### config.mk
export PLATFORM = sky130hd
export DESIGN_NAME = rgb_gray_conv
export DESIGN_NICKNAME = d
export VERILOG_FILES = /design/src/rtl/rgbg_pkg.sv /design/src/rtl/rgbg_mac_stage.sv /design/src/rtl/rgbg_pack_stage.sv /design/src/rtl/rgb_gray_conv.sv
export SDC_FILE = /design/constraint.sdc
export NUM_CORES = 1
export LEC_CHECK = 0
export BUFFER_PORTS_ARGS = -buffer_cell sky130_fd_sc_hd__buf_2
export CORE_UTILIZATION = 30
export CTS_BUF_LIST = sky130_fd_sc_hd__clkbuf_4 sky130_fd_sc_hd__clkbuf_8
export DETAILED_ROUTE_END_ITERATION = 7
export PLACE_DENSITY = 0.56
export REMOVE_ABC_BUFFERS = 1
export SETUP_SLACK_MARGIN = 0.05
export SLEW_MARGIN = 20
export SYNTH_ARGS = -nofsm -noshare
export SYNTH_HDL_FRONTEND = slang
export SYNTH_SLANG_ARGS = --single-unit
### constraint.sdc
create_clock -name clk -period 7.61 [get_ports clk]
set_clock_uncertainty 0.15 [all_clocks]
set_input_delay 1.1415 -clock clk [delete_from_list [all_inputs] [get_ports clk]]
set_output_delay 1.1415 -clock clk [all_outputs]
set_load 0.01 [all_outputs]
### src/rtl/rgbg_pkg.sv
// Package: shared widths, luminance weights and types for the RGB to gray converter.
// Assumes the weights sum to at most 2**NORM_SH so the normalised level fits CH_W bits.
package rgbg_pkg;
    localparam int CH_W    = 16;   // input channel width
    localparam int OUT_W   = 8;    // packed channel width
    localparam int PIX_W   = 32;   // packed word width
    localparam int W_RED   = 77;
    localparam int W_GREEN = 151;
    localparam int W_BLUE  = 28;
    localparam int BIAS    = 127;
    localparam int NORM_SH = 8;
    localparam int N_CH    = 3;
    // sum width: channel width plus enough bits for the weight total
    localparam int SUM_W   = CH_W + $clog2(W_RED + W_GREEN + W_BLUE + 1);

    typedef logic [CH_W-1:0] chan_t;
endpackage

### src/rtl/rgbg_mac_stage.sv
// Stage 1: weighted multiply-accumulate with rounding bias.
// Registers the biased luminance sum, the raw channels and the mode flag.
// Assumes down_ready comes from the next stage's combinational ready.
module rgbg_mac_stage
    import rgbg_pkg::*;
#(
    parameter int CW  = CH_W,
    parameter int SW  = SUM_W,
    parameter int WR  = W_RED,
    parameter int WG  = W_GREEN,
    parameter int WB  = W_BLUE,
    parameter int BS  = BIAS
) (
    input  logic          clk,
    input  logic          rst_n,
    input  logic          in_valid,
    output logic          in_ready,
    input  logic [CW-1:0] in_red,
    input  logic [CW-1:0] in_green,
    input  logic [CW-1:0] in_blue,
    input  logic          in_gray,
    input  logic          down_ready,
    output logic          s1_valid,
    output logic [SW-1:0] s1_sum,
    output logic [CW-1:0] s1_red,
    output logic [CW-1:0] s1_green,
    output logic [CW-1:0] s1_blue,
    output logic          s1_gray
);
    logic [SW-1:0] sum_d;

    // Stage may load when empty or when its content moves on
    assign in_ready = !s1_valid || down_ready;

    // Weighted sum plus rounding bias, computed at full width
    always_comb begin
        sum_d = SW'(in_red)   * SW'(WR)
              + SW'(in_green) * SW'(WG)
              + SW'(in_blue)  * SW'(WB)
              + SW'(BS);
    end

    // Valid flag tracks occupancy of this stage
    always_ff @(posedge clk) begin
        if (!rst_n)        s1_valid <= 1'b0;
        else if (in_ready) s1_valid <= in_valid;
    end

    // Capture sum, raw channels and mode on an accepted sample
    always_ff @(posedge clk) begin
        if (!rst_n) begin
            s1_sum   <= '0;
            s1_red   <= '0;
            s1_green <= '0;
            s1_blue  <= '0;
            s1_gray  <= 1'b0;
        end else if (in_valid && in_ready) begin
            s1_sum   <= sum_d;
            s1_red   <= in_red;
            s1_green <= in_green;
            s1_blue  <= in_blue;
            s1_gray  <= in_gray;
        end
    end

    AST_S1_HOLD: assert property (@(posedge clk) disable iff (!rst_n)
        s1_valid && !down_ready |=> s1_valid && $stable(s1_sum));
    AST_S1_FILL: assert property (@(posedge clk) disable iff (!rst_n)
        in_valid && in_ready |=> s1_valid);
endmodule

### src/rtl/rgbg_pack_stage.sv
// Stage 2: normalise the sum, choose gray or raw channels, cut each to its
// top bits and pack them into the output word with the upper lane zeroed.
// Assumes channel index 0 = blue (lowest lane), 2 = red (highest lane).
module rgbg_pack_stage
    import rgbg_pkg::*;
#(
    parameter int CW  = CH_W,
    parameter int SW  = SUM_W,
    parameter int OW  = OUT_W,
    parameter int PW  = PIX_W,
    parameter int SH  = NORM_SH,
    parameter int NC  = N_CH
) (
    input  logic          clk,
    input  logic          rst_n,
    input  logic          s1_valid,
    output logic          up_ready,
    input  logic [SW-1:0] s1_sum,
    input  logic [CW-1:0] s1_red,
    input  logic [CW-1:0] s1_green,
    input  logic [CW-1:0] s1_blue,
    input  logic          s1_gray,
    output logic          out_valid,
    input  logic          out_ready,
    output logic [PW-1:0] out_pixel
);
    localparam int PAD_W = PW - NC*OW;

    logic [CW-1:0]    gray_lvl;
    logic [CW-1:0]    raw_ch [NC];
    logic [NC*OW-1:0] lanes;
    logic             gray_q;

    // Stage may load when empty or when the consumer takes the word
    assign up_ready = !out_valid || out_ready;

    // Normalised 16-bit luminance level
    assign gray_lvl = CW'(s1_sum >> SH);

    assign raw_ch[0] = s1_blue;
    assign raw_ch[1] = s1_green;
    assign raw_ch[2] = s1_red;

    // One reducer per channel: pick source, keep its top OW bits
    for (genvar c = 0; c < NC; c++) begin : g_lane
        logic [CW-1:0] src;
        assign src = s1_gray ? gray_lvl : raw_ch[c];
        assign lanes[c*OW +: OW] = src[CW-1 -: OW];
    end

    // Valid flag tracks occupancy of the output register
    always_ff @(posedge clk) begin
        if (!rst_n)        out_valid <= 1'b0;
        else if (up_ready) out_valid <= s1_valid;
    end

    // Capture packed word and its mode on a transfer from stage 1
    always_ff @(posedge clk) begin
        if (!rst_n) begin
            out_pixel <= '0;
            gray_q    <= 1'b0;
        end else if (s1_valid && up_ready) begin
            out_pixel <= {{PAD_W{1'b0}}, lanes};
            gray_q    <= s1_gray;
        end
    end

    AST_GRAY_LANES: assert property (@(posedge clk) disable iff (!rst_n)
        out_valid && gray_q |->
            out_pixel[2*OW +: OW] == out_pixel[OW +: OW] &&
            out_pixel[OW +: OW]   == out_pixel[0 +: OW]);
    AST_OUT_HOLD: assert property (@(posedge clk) disable iff (!rst_n)
        out_valid && !out_ready |=> out_valid && $stable(out_pixel));
endmodule

### src/rtl/rgb_gray_conv.sv
// Top: two-stage streaming RGB to grayscale converter with packed output.
// Stage 1 accumulates the weighted luminance, stage 2 reduces and packs.
// Ready ripples back combinationally; each stage holds one sample.
module rgb_gray_conv
    import rgbg_pkg::*;
(
    input  logic             clk,
    input  logic             rst_n,
    input  logic             in_valid,
    output logic             in_ready,
    input  logic [CH_W-1:0]  in_red,
    input  logic [CH_W-1:0]  in_green,
    input  logic [CH_W-1:0]  in_blue,
    input  logic             in_gray,
    output logic             out_valid,
    input  logic             out_ready,
    output logic [PIX_W-1:0] out_pixel
);
    logic             s1_valid;
    logic             s2_ready;
    logic [SUM_W-1:0] s1_sum;
    logic [CH_W-1:0]  s1_red;
    logic [CH_W-1:0]  s1_green;
    logic [CH_W-1:0]  s1_blue;
    logic             s1_gray;

    rgbg_mac_stage u_mac (
        .clk        (clk),
        .rst_n      (rst_n),
        .in_valid   (in_valid),
        .in_ready   (in_ready),
        .in_red     (in_red),
        .in_green   (in_green),
        .in_blue    (in_blue),
        .in_gray    (in_gray),
        .down_ready (s2_ready),
        .s1_valid   (s1_valid),
        .s1_sum     (s1_sum),
        .s1_red     (s1_red),
        .s1_green   (s1_green),
        .s1_blue    (s1_blue),
        .s1_gray    (s1_gray)
    );

    rgbg_pack_stage u_pack (
        .clk       (clk),
        .rst_n     (rst_n),
        .s1_valid  (s1_valid),
        .up_ready  (s2_ready),
        .s1_sum    (s1_sum),
        .s1_red    (s1_red),
        .s1_green  (s1_green),
        .s1_blue   (s1_blue),
        .s1_gray   (s1_gray),
        .out_valid (out_valid),
        .out_ready (out_ready),
        .out_pixel (out_pixel)
    );

    AST_MSB_ZERO: assert property (@(posedge clk) disable iff (!rst_n)
        out_valid |-> out_pixel[PIX_W-1:N_CH*OUT_W] == '0);
endmodule

==> results of run 1 <==
cells by family after synthesis:
family | synth area share (%)
other cells | 0.04538
mux | 2.907
compound gates | 12.17
fa+ha+maj | 52.91
xor+xnor | 2.332
simple gates | 6.935
buf+inv | 8.404
flops | 14.29
worst register-to-register path, stage by stage (launching register included):
cell	delay, ns
dfxtp_1	0.30
nor2b_1	0.18
nand2_1	0.14
nand2_2	0.40
or4b_1	0.62
nand3_1	0.07
cell usage after synthesis (all sizes together), types with 2 or more instances:
master,count,area [um^2]
nand3,14,70.07
and2,2,12.51
a221oi,3,38.79
o21ai,19,98.84
nand2,79,296.5
nand4,7,43.79
nor2b,4,25.02
buf,13,82.58
o21a,3,22.52
nor3,4,25.02
o211a,18,180.2
and3,2,12.51
nor2,13,48.80
xnor2,16,140.1
a21o,9,68.82
a21boi,23,172.7
o21bai,5,37.54
o31ai,3,22.52
mux2i,24,240.2
dfxtp,59,1181
a31oi,5,37.53
clkbuf,15,56.30
xor2,6,52.55
fa,139,2783
a211oi,13,107.6
a21oi,28,140.1
ha,127,1589
o211ai,3,27.52
inv,148,555.5
path summary, 6_finish.rpt:
kind	from	end	slack, ns	depth (start not counted)
setup / recovery	in_blue[0]	u_mac.s1_sum[23]	0.76	22
hold reg to reg	u_mac.s1_blue[12]	u_mac.s1_blue[12]	0.31	2
hold / removal	u_mac.s1_blue[12]	u_mac.s1_blue[12]	0.31	2
setup reg to reg	u_pack.out_valid	u_mac.s1_sum[17]	5.69	5
final cells by class:
class                           count  area, um^2  area share, %
Multi-Input combinational cell    588        6424          69.94
Sequential cell                    59        1181          12.86
Inverter                          148       555.5          6.048
Tap cell                          341       426.7          4.645
Timing Repair Buffer               80       405.4          4.414
Clock buffer                        9       123.9          1.349
Clock inverter                      7       68.82         0.7492
metal layers:
layer  track usage, %  vias up  routed length [um]
met3            2.186       10                 789
met4            2.633        0                 181
met1            19.38     2800                8697
li1                 -     2806                   -
met2            25.29       96                9492
met5                0        -                   0
through the flow:
stage | utilization [%] | hold WS, ns | setup WS, ns | instance area, um^2
floorplan | - | 0.2857 | 1.019 | 8150
global placement | 33.36 | 0.2919 | 0.5127 | 8990
detailed placement | 33.36 | 0.2961 | 0.4387 | 8990
CTS | 34.07 | 0.3071 | 0.7709 | 9183
global route | 34.08 | 0.3227 | 0.3415 | 9185
finish | 34.08 | 0.3056 | 0.7560 | 9185
state kept, by name, indices dropped and copies added (netlist names):
register and cells:
u_mac.s1_blue 8, u_mac.s1_sum 8, u_pack.out_pixel 24, u_mac.s1_red 8, u_mac.s1_valid 1, u_mac.s1_green 8, u_mac.s1_gray 1, u_pack.out_valid 1
==> metrics.txt, run 1 <==
Worst Path Max Fanout 5; share of layout cells above drive strength 1 12.35%; Crit path required time 7.70 ns; CTS tree built; GPL Wtd Cong 0.8598; DRT Pass-1 Iters 4; Slowest-stage cell, CP fa_1; commonest non-fill, non-tap cell in the layout inv_1; final wirelength 19160 um; Netlist cell types 51; Fin. Hold Viols 0; crit share post-route 90.07%; most frequent cells in the layout inv_1, fa_1, ha_1; Core Region 26950 um^2; worst path cell trace buf_2 -> fa_1 -> ha_1 -> fa_1 -> a211oi_2 -> o21ai_1 -> a31oi_2 -> o21bai_1 -> xor2_1 -> ha_1 -> fa_1 -> inv_1 -> fa_1 -> fa_1 -> inv_1 -> ha_1 -> a21oi_1 -> a21oi_1 -> nor3_2 -> a311oi_1 -> o21a_1 -> o31ai_1; 1st-iter DRT viols 247; clk slew on worst S/H paths 0.07 ns; Main synth FF type dfxtp_1; Post-synth EDFFs 0; grt ovf 0; row cnt 60; postcts setup bufs 0; post-synthesis sequential area ratio 14.29%; worst-case clock buffer depth 2; hold buffers post-CTS 0; Synth Cell Area 8263 um^2; Fillers 2696; Initial Utilization 30.66%; max-slew violation count 0; number of global-route vias before repair 6108; status finished clean; initial antenna violation count 0; Critical Path AT 6.95 ns; max cap viols 0; die area 28210 um^2; post-layout min period 6.854 ns; Die H 168.0 um; critical path class in -> reg; slew margin rel. 34.85%; Startpoint Class input pin; placed wire-length estimate 16260 um; Post-synth ARST share 0%; post_cts resized 0; H-tree depth 3; total number of vias 5712; # setup viols final 0; Worst Path Buf+Inv 3; DRC Markers 0; Fmax 145.9 MHz; Mapped Cells 816; GRT Total Usage 14.60%; Synthesis Warnings 0; cts bufs inserted 9; number of port buffers 78; delay-heaviest family, CP adder cells; Placed Cells 1216; Slew @ Worst Pin 0.9752 ns; unrepaired setup endpoints after global routing false; DR vias/cell 4.636; CP Capture Type flop; Most common cell on crit path fa_1; post-route ant nets 0; Worst Hold Class reg -> reg; Post-Syn Area per Cell 10.13 um^2; I/O pins 87; Die Wd 168.0 um; Synth-to-Final Area Change 11.16%; WL per Instance 15.55 um; final cell count without fillers 1232; Clk Latency, worst-skew pair 0.34 ns; slowest stage delay, CP 0.51 ns; largest net degree at the start of global routing 52; Antenna diodes 0; final layout net count 1205; first-pass GRT wire length 32150 um; Root Driver clkbuf_8; clk sinks 59; Sum Neg Setup Slack 0 ns; #FFs+latches synth 59
Power of run 1 is not shown: default switching activity piles up to over one toggle a cycle in this logic, so the estimate is an artifact.
==> inputs of run 2 (changes only) <==
ABC_AREA = 1   (was default)
HOLD_SLACK_MARGIN = 0.02   (was default)
==> run 2 against run 1 <==
Against the previous run: synthesized area is 4.5% higher; critical path type unchanged; first-iteration DRC count is 13% higher; fmax is 9.0% higher; critical path depth is 7 higher; highest routed layer unchanged; synthesized cell count is 25% higher; register-to-register slack worse by 0.43 ns; hold slack worse by 0.0042 ns.
==> metrics.txt, run 2 <==
Synth area leader fa_1; Post-Syn Area per Cell 8.463 um^2 (-16%); DRT Pass-1 Iters 4 (unchanged); Clk Latency, worst-skew pair 0.34 ns (about the same); 1st-iter DRT viols 280 (+13%); Initial Utilization 30.82% (+0.16 points); H-tree depth 3 (unchanged); setup ws final 1.319 ns (+0.5633 ns); Root Driver clkbuf_8; Post-synth ARST share 0% (unchanged); max-slew violation count 0 (unchanged); #FFs+latches synth 59 (unchanged); row cnt 61 (+1.7%); number of global-route vias before repair 6957 (+14%); Multi-input gate area 6510 um^2 (+1.3%); post-route ant nets 0 (unchanged); die area 29460 um^2 (+4.4%); Die H 171.6 um (+2.2%); Post-synth EDFFs 0 (unchanged); Mapped Cells 1020 (+25%); postcts setup bufs 0 (unchanged); most common cell in the netlist inv_1; DR vias/cell 4.457 (-3.9%); met3 Usage GRT 2.094% (-0.092 points); number of port buffers 78 (unchanged); status finished clean; most frequent cells in the layout inv_1, nand2_1, fa_1; grt ovf 0 (unchanged); GRT Total Usage 14.76% (+0.16 points); Core Region 28010 um^2 (+3.9%); RR Startpoint u_pack.out_valid; DRC Markers 0 (unchanged); Startpoint Class input pin; GPL Wtd Cong 0.8419 (-2.1%); Synth-to-Final Area Change 11.18% (about the same); grt peak-use layer met2; hold buffers post-CTS 0 (unchanged); Critical Path AT 6.39 ns (-0.56 ns); final layout net count 1410 (+17%); Fillers 3006 (+11%); Main synth FF type dfxtp_1; max reg flops 24 (unchanged); I/O pins 87 (unchanged); clk sinks 59 (unchanged); post-layout min period 6.291 ns (-0.5633 ns); initial antenna violation count 0 (unchanged); post_cts resized 0 (unchanged); Antenna diodes 0 (unchanged); FF-to-FF path depth 5 (unchanged); total number of vias 6570 (+15%); Worst Hold Class reg -> reg; Yosys top cell area share 32.24% (-1.4 points); Slowest-stage cell, CP fa_1; critical path class in -> reg; Die Wd 171.6 um (+2.2%); hold path endpoint u_mac.s1_red[11]; clk slew on worst S/H paths 0.08 ns (about the same); # setup viols final 0 (unchanged); dpl ws 0.9306 ns (+0.4919 ns); max cap viols 0 (unchanged); Reg area 1181 um^2 (unchanged); Hold Startpoint u_mac.s1_red[11]; largest net degree at the start of global routing 52 (unchanged); grt met1 use 18.96% (-0.43 points); commonest non-fill, non-tap cell in the layout inv_1; CTS tree built; Crit path required time 7.71 ns (about the same); Biggest register u_pack.out_pixel; placed wire-length estimate 17590 um (+8.2%); Worst Path Max Fanout 6 (+1); Util after Layout 34.26% (+0.18 points); cts bufs inserted 9 (unchanged); Slew @ Worst Pin 0.9912 ns (+0.01592 ns); r2r setup slk 5.26 ns (-0.43 ns); worst-case clock buffer depth 2 (unchanged); slowest stage delay, CP 0.52 ns (about the same); WL per Instance 13.55 um (-13%); hold depth 2 (unchanged); FF-to-FF End u_pack.out_pixel[0]; Area contributors post-synth fa_1, ha_1, dfxtp_1, inv_1, nand2_1; CP Capture Type flop; Most common cell on crit path nand2_1; post-synthesis sequential area ratio 13.68% (-0.61 points); final wirelength 19970 um (+4.2%); GRT met2 Usage 26.33% (+1.0 points); Sum Neg Setup Slack 0 ns (unchanged); crit share post-route 82.66% (-7.4 points); Fmax 159.0 MHz (+9.0%); share of layout cells above drive strength 1 9.945% (-2.4 points); Fin. Hold Viols 0 (unchanged); Commonest cells post-synth inv_1, nand2_1, fa_1; first-pass GRT wire length 34160 um (+6.3%); slew margin rel. 33.83% (-1.0 points); Synthesis Warnings 0 (unchanged); Netlist cell types 34 (-33%); Synth Cell Area 8632 um^2 (+4.5%); unrepaired setup endpoints after global routing false
-- run 2: layer usage --
| layer | part of all wire (%) | vias to the layer above | routed length, um |
|---|---|---|---|
| li1 | - | 3300 | - |
| met1 | 46 | 3175 | 9264 |
| met2 | 50 | 75 | 9990 |
| met3 | 2.5 | 20 | 497 |
| met4 | 1.1 | 0 | 218 |
| met5 | 0 | - | 0 |
-- run 2: through the flow --
step                area, um^2  hold WS, ns  std cells
floorplan                 8524       0.2738       1001
global placement          9395       0.2834       1458
detailed placement        9395       0.2913       1458
CTS                       9597       0.3015       1474
global route              9597       0.3244       1474
finish                    9597       0.3014       1474
-- run 2: area by class of cell --
type | instances | area share (%)
Multi-Input combinational cell | 720 | 67.84
Sequential cell | 59 | 12.31
Clock inverter | 7 | 0.8083
Clock buffer | 9 | 1.291
Inverter | 222 | 8.683
Timing Repair Buffer | 79 | 4.146
Tap cell | 378 | 4.928
-- run 2: worst max path at each step --
| stage | start | endpoint | slack, ns | cells past startpoint |
|---|---|---|---|---|
| floorplan | in_blue[0] | u_mac.s1_sum[19] | 1.46 | 28 |
| global placement | in_blue[0] | u_mac.s1_sum[23] | 0.97 | 29 |
| detailed placement | in_blue[0] | u_mac.s1_sum[21] | 0.93 | 29 |
| CTS | in_blue[0] | u_mac.s1_sum[21] | 1.28 | 29 |
| global route | in_blue[0] | u_mac.s1_sum[21] | 0.89 | 29 |
| finish | in_blue[0] | u_mac.s1_sum[23] | 1.32 | 29 |
-- run 2: cells by family (layout without fill, tap and decap cells) --
kind of cell | after synthesis | in the layout | share of synthesized area [%]
other cells | 1 | 8 | 0.04344
simple gates | 274 | 274 | 13.07
flops | 59 | 59 | 13.68
buf+inv | 248 | 317 | 11.20
xor+xnor | 15 | 15 | 1.609
fa+ha+maj | 266 | 266 | 50.64
compound gates | 157 | 157 | 9.741
-- run 2: worst max-delay path, delay by kind of cell --
family	cells	cell delay, ns
adder cells (fa/ha/maj)	8	3.36
AND/OR/NAND/NOR	15	1.44
buffers and inverters	4	0.27
XOR/XNOR	1	0.14
AO/OA/AOI/OAI	1	0.06
Power of run 2 is left out for the same reason.
==> inputs of run 3 (changes only) <==
clock period = 6.4 ns   (was 7.61 ns; I/O delays follow)
==> run 3 against run 2 <==
Against the previous run: via count is 1.4% higher; hold slack hardly changed; critical endpoint is now u_mac.s1_sum[21]; register-to-register slack worse by 1.2 ns; critical path depth stayed put.
==> metrics.txt, run 3 (synthesized netlist as in run 2, its figures left out) <==
unrepaired setup endpoints after global routing true; r2r setup slk 4.08 ns (-1.18 ns); hold slack 0.3012 ns (-0.0001890 ns); Die H 171.6 um (unchanged); Clk Latency, worst-skew pair 0.33 ns (about the same); total number of vias 6660 (+1.4%); status finished clean; WL per Instance 13.50 um (-0.36%); Root Driver clkbuf_8; Die Wd 171.6 um (unchanged); die area 29460 um^2 (unchanged); postcts setup bufs 0 (unchanged); Setup crit start in_blue[0]; post_cts resized 0 (unchanged); DR vias/cell 4.482 (+0.55%); Sum Neg Setup Slack 0 ns (unchanged); largest net degree at the start of global routing 52 (unchanged); Fmax 164.8 MHz; Core Region 28010 um^2 (unchanged); FF-to-FF End u_pack.out_pixel[21]; Slew @ Worst Pin 0.9845 ns (-0.006703 ns); crit share post-route 94.80%; first-pass GRT wire length 34260 um (+0.28%); post-layout min period 6.067 ns; max-slew violation count 0 (unchanged); # setup viols final 0 (unchanged); Reg area 1181 um^2 (unchanged); commonest non-fill, non-tap cell in the layout inv_1; slew margin rel. 33.96% (+0.13 points); CP Capture Type flop; Initial Utilization 30.82% (unchanged); share of layout cells above drive strength 1 11.82% (+1.9 points); placed wire-length estimate 17710 um (+0.65%); Fillers 2949 (-1.9%); Biggest register u_pack.out_pixel; Fin. Hold Viols 0 (unchanged); RR Startpoint u_pack.out_valid; GRT Total Usage 14.82% (+0.067 points); H-tree depth 3 (unchanged); Startpoint Class input pin; FF-to-FF path depth 5 (unchanged); worst-case clock buffer depth 2 (unchanged); final layout net count 1422 (+0.85%); setup ws final 0.3329 ns (-0.9865 ns); Util after Layout 34.90% (+0.64 points); Multi-input gate area 6570 um^2 (+0.92%); DRT Pass-1 Iters 4 (unchanged); GPL Wtd Cong 0.8905 (+5.8%); Antenna diodes 0 (unchanged); Slowest-stage cell, CP fa_1; 1st-iter DRT viols 283 (+1.1%); number of global-route vias before repair 6878 (-1.1%); row cnt 61 (unchanged); clk slew on worst S/H paths 0.07 ns (about the same); CTS tree built; post-route ant nets 0 (unchanged); Worst Hold Class reg -> reg; most frequent cells in the layout inv_1, nand2_1, fa_1; max reg flops 24 (unchanged); critical path class in -> reg; hold buffers post-CTS 0 (unchanged); Critical Path Sink u_mac.s1_sum[21]; grt ovf 0 (unchanged); max cap viols 0 (unchanged); Critical Path AT 6.15 ns (-0.24 ns); Crit path required time 6.49 ns (-1.22 ns); slowest stage delay, CP 0.50 ns (-0.02 ns); final wirelength 20060 um (+0.45%); cts bufs inserted 9 (unchanged); Synth-to-Final Area Change 13.26%; DRC Markers 0 (unchanged); initial antenna violation count 0 (unchanged); number of port buffers 78 (unchanged); clk sinks 59 (unchanged); Worst Path Max Fanout 4 (-2); dpl ws -0.1394 ns (-1.070 ns); I/O pins 87 (unchanged)
[run 3: cell count changes in the layout (fill, tap and decap cells not counted), sizes merged]
cell      previous run  this run
buf                 79        91
bufinv               1         2
clkbuf               9        12
clkinvlp             4         1
inv                222       221
[run 3: stage by stage]
stage / instance area, um^2 / std cells
global route: 9777 / 1486
global placement: 9485 / 1470
floorplan: 8524 / 1001
finish: 9777 / 1486
CTS: 9717 / 1486
detailed placement: 9485 / 1470
[run 3: worst max-delay path, delay by kind of cell]
family	cells	cell delay (ns)
and+or+nand+nor	13	1.00
AOI/OAI and AO/OA	3	0.50
buffers and inverters	4	0.27
adders and majority gates	8	3.28
xor gates and xnor gates	1	0.15
[run 3: worst min path at each step]
stage                               endpoint                from  cells after the start  slack (ns)
after floorplan            u_mac.s1_blue[13]   u_mac.s1_blue[13]                      2        0.27
after global placement    u_mac.s1_green[13]  u_mac.s1_green[13]                      2        0.28
after detailed placement  u_mac.s1_green[14]  u_mac.s1_green[14]                      2        0.29
after CTS                 u_mac.s1_green[10]  u_mac.s1_green[10]                      2        0.30
after global routing      u_mac.s1_green[14]  u_mac.s1_green[14]                      2        0.31
final                        u_mac.s1_red[9]     u_mac.s1_red[9]                      2        0.30
[run 3: layout make-up]
type                            count  area share, %
Multi-Input combinational cell    720          67.20
Tap cell                          378          4.837
Inverter                          222          8.523
Clock inverter                      4         0.7423
Timing Repair Buffer               91          4.991
Clock buffer                       12          1.625
Sequential cell                    59          12.08
[run 3: layer usage]
metal  wire, um  vias to the layer above  global-route usage, %
li1           -                     3319                      -
met1       9209                     3253                  18.90
met2      10110                       74                  26.47
met3        489                       14                  2.301
met4        246                        0                  2.601
met5          0                        -                      0
Power of run 3 is left out for the same reason.
